**src/rtl/sag_pkg.sv**
```systemverilog
package sag_pkg;
  // Source selected for the next address register value
  typedef enum logic [1:0] {
    SRC_HOLD = 2'd0,
    SRC_INC  = 2'd1,
    SRC_LOAD = 2'd2
  } nxt_src_e;
endpackage

```
**src/rtl/sag_step_inc.sv**
```systemverilog
module sag_step_inc #(
  parameter int ADDR_W     = 32,
  parameter int WORD_BYTES = 4
) (
  input  logic [ADDR_W-1:0] cur_i,
  output logic [ADDR_W-1:0] nxt_o
);
  localparam int LSB = $clog2(WORD_BYTES);
  localparam int HI_W = ADDR_W - LSB;

  generate
    if (LSB == 0) begin : g_byte
      assign nxt_o = cur_i + ADDR_W'(1);
    end else begin : g_word
      // Only the word index is incremented; byte lanes pass through.
      logic [HI_W-1:0] word_idx;
      assign word_idx = cur_i[ADDR_W-1:LSB] + HI_W'(1);
      assign nxt_o    = {word_idx, cur_i[LSB-1:0]};
    end
  endgenerate
endmodule

```
**src/rtl/sag_src_sel.sv**
```systemverilog
module sag_src_sel
  import sag_pkg::*;
#(
  parameter int ADDR_W     = 32,
  parameter int WORD_BYTES = 4
) (
  input  logic              adv_i,
  input  logic              load_i,
  input  logic              burst_i,
  input  logic [ADDR_W-1:0] load_addr_i,
  input  logic [ADDR_W-1:0] cur_addr_i,
  input  logic              cur_seq_i,
  input  logic [ADDR_W-1:0] inc_addr_i,
  output logic [ADDR_W-1:0] nxt_addr_o,
  output logic              nxt_seq_o,
  output logic              wb_en_o
);
  localparam logic [ADDR_W-1:0] ALIGN_MASK = ~ADDR_W'(WORD_BYTES - 1);

  nxt_src_e src;

  always_comb begin
    if (!adv_i)      src = SRC_HOLD;
    else if (load_i) src = SRC_LOAD;
    else             src = SRC_INC;
  end

  always_comb begin
    nxt_addr_o = cur_addr_i;
    nxt_seq_o  = cur_seq_i;
    wb_en_o    = 1'b0;
    case (src)
      SRC_INC: begin
        nxt_addr_o = inc_addr_i;
        nxt_seq_o  = 1'b1;
        wb_en_o    = !burst_i;
      end
      SRC_LOAD: begin
        nxt_addr_o = load_addr_i & ALIGN_MASK;
        nxt_seq_o  = 1'b0;
      end
      default: ;
    endcase
  end
endmodule

```
**src/rtl/sag_pc_wb.sv**
```systemverilog
module sag_pc_wb #(
  parameter int ADDR_W = 32
) (
  input  logic              clk,
  input  logic              rst,
  input  logic              wb_en_i,
  input  logic [ADDR_W-1:0] wb_val_i,
  output logic [ADDR_W-1:0] pc_wb_o,
  output logic              pc_we_o
);
  always_ff @(posedge clk) begin
    if (rst) begin
      pc_wb_o <= '0;
      pc_we_o <= 1'b0;
    end else begin
      pc_we_o <= wb_en_i;
      if (wb_en_i) pc_wb_o <= wb_val_i;
    end
  end
endmodule

```
**src/rtl/seq_addr_gen.sv**
```systemverilog
module seq_addr_gen #(
  parameter int                ADDR_W     = 32,
  parameter int                WORD_BYTES = 4,
  parameter logic [ADDR_W-1:0] RESET_ADDR = '0
) (
  input  logic              clk,
  input  logic              rst,
  input  logic              adv_i,
  input  logic              load_i,
  input  logic [ADDR_W-1:0] load_addr_i,
  input  logic              burst_i,
  output logic [ADDR_W-1:0] addr_o,
  output logic              seq_o,
  output logic [ADDR_W-1:0] pc_wb_o,
  output logic              pc_we_o
);
  logic [ADDR_W-1:0] addr_q, inc_addr, nxt_addr;
  logic              seq_q, nxt_seq, wb_en;

  sag_step_inc #(.ADDR_W(ADDR_W), .WORD_BYTES(WORD_BYTES)) u_inc (
    .cur_i (addr_q),
    .nxt_o (inc_addr)
  );

  sag_src_sel #(.ADDR_W(ADDR_W), .WORD_BYTES(WORD_BYTES)) u_sel (
    .adv_i       (adv_i),
    .load_i      (load_i),
    .burst_i     (burst_i),
    .load_addr_i (load_addr_i),
    .cur_addr_i  (addr_q),
    .cur_seq_i   (seq_q),
    .inc_addr_i  (inc_addr),
    .nxt_addr_o  (nxt_addr),
    .nxt_seq_o   (nxt_seq),
    .wb_en_o     (wb_en)
  );

  always_ff @(posedge clk) begin
    if (rst) begin
      addr_q <= RESET_ADDR;
      seq_q  <= 1'b0;
    end else begin
      addr_q <= nxt_addr;
      seq_q  <= nxt_seq;
    end
  end

  sag_pc_wb #(.ADDR_W(ADDR_W)) u_wb (
    .clk      (clk),
    .rst      (rst),
    .wb_en_i  (wb_en),
    .wb_val_i (inc_addr),
    .pc_wb_o  (pc_wb_o),
    .pc_we_o  (pc_we_o)
  );

  assign addr_o = addr_q;
  assign seq_o  = seq_q;
endmodule

```
**config.mk**
```make
export PLATFORM = sky130hd
export DESIGN_NAME = seq_addr_gen
export DESIGN_NICKNAME = d
export VERILOG_FILES = /design/src/rtl/sag_pkg.sv /design/src/rtl/sag_step_inc.sv /design/src/rtl/sag_src_sel.sv /design/src/rtl/sag_pc_wb.sv /design/src/rtl/seq_addr_gen.sv
export SDC_FILE = /design/constraint.sdc
export NUM_CORES = 1
export LEC_CHECK = 0
export ABC_AREA = 1
export BUFFER_PORTS_ARGS = -buffer_cell sky130_fd_sc_hd__buf_2
export CAP_MARGIN = 20
export CELL_PAD_IN_SITES_DETAIL_PLACEMENT = 1
export CELL_PAD_IN_SITES_GLOBAL_PLACEMENT = 1
export CORE_AREA = 2 2 96 98
export CTS_BUF_LIST = sky130_fd_sc_hd__clkbuf_2 sky130_fd_sc_hd__clkbuf_4 sky130_fd_sc_hd__clkbuf_8
export DETAILED_ROUTE_END_ITERATION = 8
export DIE_AREA = 0 0 98 100
export PLACE_DENSITY = 0.95
export SLEW_MARGIN = 5
export SYNTH_ARGS = -nofsm -noshare
export SYNTH_HDL_FRONTEND = slang
export SYNTH_SLANG_ARGS = --single-unit
```
**constraint.sdc**
```tcl
create_clock -name clk -period 2.7 [get_ports clk]
set_input_delay 0.135 -clock clk [delete_from_list [all_inputs] [get_ports clk]]
set_output_delay 0.135 -clock clk [all_outputs]
set_load 0.02 [all_outputs]
```
## Word-level counts from Yosys, hierarchy flattened

Index checks and enable logic that the tools add are counted.

| word-level totals | value |
|---|---|
| register bits | 66 |
| word-level logic and storage cells | 17 |

| cells by class | value |
|---|---|
| add/subtract/negate cells | 1 |
| eq/ne operators | 2 |
| muxes and demuxes | 5 |
| bitwise logic cells | 1 |
| reductions and logical operators | 3 |

Operators with widths:

| cell | count |
|---|---|
| one-hot mux 32 bit (2 select lines) | 1 |
| adder 30 x 1 -> 30 bit (second input constant) | 1 |
| 2-to-1 mux 2 bit | 2 |
| == test 2 x 1 -> 1 bit (second input constant) | 1 |
| == test 2 bit (second input constant) | 1 |
| one-hot mux 1 bit (2 select lines) | 1 |
| AND reduction 2 bit | 1 |
| nonzero test 2 bit | 1 |
| zero test 1 bit | 1 |
| 2-to-1 mux 1 bit | 1 |
| NOT 1 bit | 1 |

## Logic depth before layout (Yosys ltp)

| depth | value |
|---|---|
| depth after elaboration | 5 |
| depth in mapped cells | 11 |

## Modules after synthesis

From an unflattened synthesis, not the netlist that was laid out.

| second synthesis, totals | value |
|---|---|
| cells, all modules | 635 |
| area total of the unflattened synthesis | 3,920.0 µm² |

Modules (own cells, without submodules):

| module | instances | cells each | area each (µm²) |
|---|---|---|---|
| sag_pc_wb | 1 | 206 | 1,352.5 |
| seq_addr_gen | 1 | 103 | 958.4 |
| sag_step_inc | 1 | 177 | 909.6 |
| sag_src_sel | 1 | 149 | 699.4 |

## Worst setup path before layout

Ideal clock, no wire load.

| path | value |
|---|---|
| path kind | reg2reg |
| start | register addr_q[2] (netlist: addr_o[2]) |
| end | register u_wb.pc_wb_o[22] |
| setup time | 0.114 ns |
| data arrival time | 1.541 ns |
| required time | 2.586 ns |
| slack | 1.045 ns |
| cell stages (with the launch flop) | 11 |
| period minus slack after synthesis | 1.655 ns |
| cell sequence | dfxtp_1 > ha_1 > nand2_1 > nor2_2 > nand2_2 > nor2_4 > nand2_1 > nand2_1 > nand2_1 > o21bai_1 > inv_1 |

| between the ends | value |
|---|---|
| longest elaborated chain between the ends | 1 |

Ends and longest elaborated chain:

| item | RTL line | text |
|---|---|---|
| from (decl) | seq_addr_gen.sv:17 | `logic [ADDR_W-1:0] addr_q, inc_addr, nxt_addr;` |
| from (signal assigned) | seq_addr_gen.sv:43 | `addr_q <= nxt_addr;` |
| adder 30 x 1 -> 30 bit | sag_step_inc.sv:17 | `assign word_idx = cur_i[ADDR_W-1:LSB] + HI_W'(1);` |
| to (signal assigned) | sag_pc_wb.sv:17 | `if (wb_en_i) pc_wb_o <= wb_val_i;` |
| to (decl) | sag_pc_wb.sv:8 | `output logic [ADDR_W-1:0] pc_wb_o,` |

Every way passes these cells.
A chain may end at the register's enable or synchronous reset.

## Final worst setup path

| path | value |
|---|---|
| start | register addr_q[2] (netlist: addr_o[2]) |
| end | register addr_q[16] (netlist: addr_o[16]) |

| between the ends | value |
|---|---|
| longest elaborated chain between the ends | 2 |

Ends and longest elaborated chain:

| item | RTL line | text |
|---|---|---|
| adder 30 x 1 -> 30 bit | sag_step_inc.sv:17 |  |
| one-hot mux 32 bit (2 select lines) | sag_src_sel.sv:32 | `case (src)` |

Every way passes these cells. The select of a mux whose other input is x is not followed.

==> summary.txt <==
Outcome
  • Status: complete, no violations

Route
  • Final wirelength: 11,400 µm
  • Residual DRC count: 0
  • Total iterations of the first detailed-routing run: 4
  • DR vias: 3,596
  • Routed WL per cell: 16.0 µm
  • Detail Route Antenna Nets: 0
  • Initial DRC count: 120
  • Vias per std cell: 5.04

Setup path
  • R2R Path Start: addr_o[2]$_SDFFE_PP0P_
  • Crit. End Element: flip-flop
  • R2R setup slack: 880 ps
  • Largest delay contributor family on the critical path: simple AND/OR/NAND/NOR gates
  • Setup crit end: addr_o[16]$_SDFFE_PP0P_
  • FF-to-FF End: addr_o[16]$_SDFFE_PP0P_
  • Max incr delay on CP: 460 ps
  • Startpoint Class: flip-flop
  • Cell mode on critical path: nand2_1
  • WP depth: 8
  • CP bufs+invs: 0
  • Slowest cell on crit path: dfxtp_1
  • Worst path required time: 2990 ps
  • Worst Setup SP: addr_o[2]$_SDFFE_PP0P_
  • R2r worst-path depth: 8
  • Crit Path Class: flip-flop to flip-flop
  • Crit path cell chain: ha_1, nand2_1, nor2_2, nand2_1, nor2_2, xor2_1, nand2_1, a21oi_1
  • WP data arrival: 2110 ps
  • Crit-path max FO: 7

Finish
  • Share of layout cells above drive strength 1: 22.2%
  • Area of the multi-input gates: 0.00173 mm²
  • Area Growth Syn to Fin: 21.6%
  • Non-Filler Instances: 714
  • Register area: 0.00124 mm²
  • Inserted Diodes: 0
  • Nets: 637
  • Fill count: 1,214

Timing
  • Final setup violation count: 0
  • Fmax: 548 MHz
  • Slew headroom: 36.6%
  • Setup slack after layout: 876 ps
  • Tcrit/Tclk final: 67.6%
  • Total negative slack: 0 ps
  • Actual slew at the worst max-slew pin: 950 ps
  • Final-report hold violation count: 0
  • Final Max Tran Viols: 0
  • RSZ-0062 raised after global routing: false
  • Fin Clk Skew: 11.6 ps
  • Tmin final: 1820 ps

Logic synthesis
  • Asr flop ratio synth: 0%
  • Portion of netlist area occupied by mux cells: 0%
  • Post-synthesis compound-gate area fraction: 19.0%
  • Synth Instances: 506
  • Post-Synth Simple-Gate Area: 27.1%
  • Synth Register Bits: 62
  • EDFF count, synth: 0
  • Library cells used by synthesis: 30
  • Syn. warnings: 0
  • Main flop type after synthesis: dfxtp_1
  • Post-Synthesis Cell Area: 0.00339 mm²
  • Synth Area in XOR/XNOR: 4.09%
  • Sequential area share after synthesis: 36.6%
  • Adder-cell area share of the yosys netlist: 0.369%
  • Main combinational cell family by area after synthesis: simple AND/OR/NAND/NOR gates
  • Synth Area per Inst: 6.70 µm²

Power and ir drop
  • Design Power: 2.16 mW
  • Pwr dens: 524 mW/mm²
  • Peak supply drop: 0.227 mV
  • Leakage power: 2.04 nW

CTS
  • Post-CTS Hold Fix Bufs: 0
  • Deepest clock path buffer count: 2
  • Post-CTS sizing: 0
  • Clock slew at reported path FFs: 70 ps
  • Worst skew pair latency: 370 ps
  • CTS tree: done
  • H-tree depth: 3
  • Root buf cell: clkbuf_8
  • Clk sinks: 62
  • CTS buffer count: 9
  • Post-CTS Setup Inserts: 0

Floorplan
  • Initial Util: 38.2%
  • Chip height: 100 µm
  • Die ar.: 0.00980 mm²
  • Core Box Area: 0.00889 mm²
  • Die width: 98 µm
  • Core Rows: 35
  • # IOs: 103

Global route
  • Total grt overflow: 0
  • M1 GR Usage: 27.4%
  • Global-route usage over all layers: 24.1%
  • First-pass GRT wire length: 18,500 µm
  • Busiest grt layer: met2
  • Initial antenna violation count: 0
  • Met3 Use GR: 5.36%
  • Largest net degree at the start of global routing: 34
  • Met2 Usage GRT: 43.7%
  • Vias in the first global route: 3,806

Placement
  • Dpl ws: 875 ps
  • Placed cells: 699
  • Final RePlAce weighted congestion: 0.857
  • Port bufs: 96
  • Post-DP HPWL: 8400 µm

Min path
  • Worst min-delay path category: input port to flip-flop
  • Hold Path Depth: 3

Job
  • Max-capacitance violation count: 0
[worst min path at each step]
stage	slack (ps)	endpoint	from
floorplan	300	addr_o[10]$_SDFFE_PP0P_	load_addr_i[10]
global placement	420	addr_o[5]$_SDFFE_PP0P_	load_addr_i[5]
detailed placement	420	addr_o[9]$_SDFFE_PP0P_	load_addr_i[9]
CTS	40	addr_o[5]$_SDFFE_PP0P_	load_addr_i[5]
global route	40	addr_o[5]$_SDFFE_PP0P_	load_addr_i[5]
finish	30	addr_o[5]$_SDFFE_PP0P_	load_addr_i[5]
[placed cells by master, fill, tap and decap left out, types with 2 or more instances in the layout]
| cell type | synthesis | routed |
|---|---|---|
| o21ai_0 | 34 | 34 |
| nor2_4 | 4 | 4 |
| conb_1 | 1 | 4 |
| xor2_1 | 10 | 10 |
| a31oi_1 | 7 | 7 |
| nand2_2 | 2 | 2 |
| inv_1 | 76 | 76 |
| buf_2 | 6 | 96 |
| o21a_1 | 6 | 6 |
| a22o_1 | 7 | 7 |
| inv_2 | 3 | 3 |
| nor2_2 | 6 | 6 |
| nor2_1 | 33 | 33 |
| nand2_1 | 146 | 146 |
| a21oi_1 | 22 | 22 |
| clkinv_2 | 0 | 2 |
| clkbuf_8 | 0 | 10 |
| a21o_1 | 5 | 5 |
| buf_4 | 7 | 6 |
| dfxtp_1 | 62 | 62 |
| nand3_1 | 24 | 24 |
| o21ai_1 | 8 | 8 |
| and2_1 | 2 | 2 |
| o21bai_1 | 16 | 16 |
| xnor2_1 | 4 | 4 |
[cell families after synthesis]
family / after synthesis
and+or+nand+nor: 218
buffers and inverters: 102
AOI/OAI and AO/OA: 107
other: 1
xor gates and xnor gates: 15
DFF: 62
adders and majority gates: 1
[report_power, final]
part           total, mW  leakage, nW  switching [mW]  internal, mW
Clock              0.841       0.0986           0.388         0.453
Sequential          1.00        0.507          0.0443         0.960
Combinational      0.316         1.43           0.207         0.109
Total               2.16         2.04           0.640          1.52
[final cells by class]
class / count / share of cell area (%)
well taps: 111 / 3.37
repair buffers: 102 / 12.7
clock inverters: 4 / 1.15
inverters: 79 / 7.19
multi-input cells: 345 / 41.9
clock buffers: 11 / 3.52
flip-flops and latches: 62 / 30.1
[cell usage after synthesis, types with 4 or more instances]
| library cell | number | share of area, % |
|---|---|---|
| buf_4 | 7 | 1.5 |
| o21a_1 | 6 | 1.3 |
| a31oi_1 | 7 | 1.3 |
| xor2_1 | 10 | 2.6 |
| nor2_2 | 6 | 1.1 |
| nor2_1 | 33 | 3.7 |
| nor2_4 | 4 | 1.3 |
| nand2_1 | 146 | 16 |
| o21ai_1 | 8 | 1.2 |
| a21oi_1 | 22 | 3.2 |
| buf_2 | 6 | 0.89 |
| inv_1 | 76 | 8.4 |
| nand3_1 | 24 | 3.5 |
| o21ai_0 | 34 | 5.0 |
| o21bai_1 | 16 | 3.5 |
| xnor2_1 | 4 | 1.0 |
| a22o_1 | 7 | 1.8 |
| clkbuf_1 | 8 | 0.89 |
| a21o_1 | 5 | 1.1 |
| dfxtp_1 | 62 | 37 |
[through the flow]
step | instance area, µm² | hold slack [ps] | utilization [%]
after floorplan | 3400 | 304 | -
after global placement | 3930 | 417 | 44.2
after detailed placement | 3930 | 418 | 44.2
after CTS | 4130 | 35.6 | 46.4
after global routing | 4130 | 40.8 | 46.4
final | 4130 | 32.8 | 46.4
[worst min-delay path, stage by stage]
cell and delay, ps:
buf_2 90, nand2_1 50, a31oi_1 70
[registers in the layout, indices dropped and copies added (netlist names)]
register and cells:
u_wb.pc_we_o 1, u_wb.pc_wb_o 30, seq_o 1, addr_o 30
[per-layer routing]
| metal | wire length, µm | vias up |
|---|---|---|
| li1 | - | 1762 |
| met4 | 306 | 0 |
| met3 | 599 | 20 |
| met5 | 0 | - |
| met2 | 5700 | 94 |
| met1 | 4820 | 1720 |
Power figures use the tool's default switching activity.
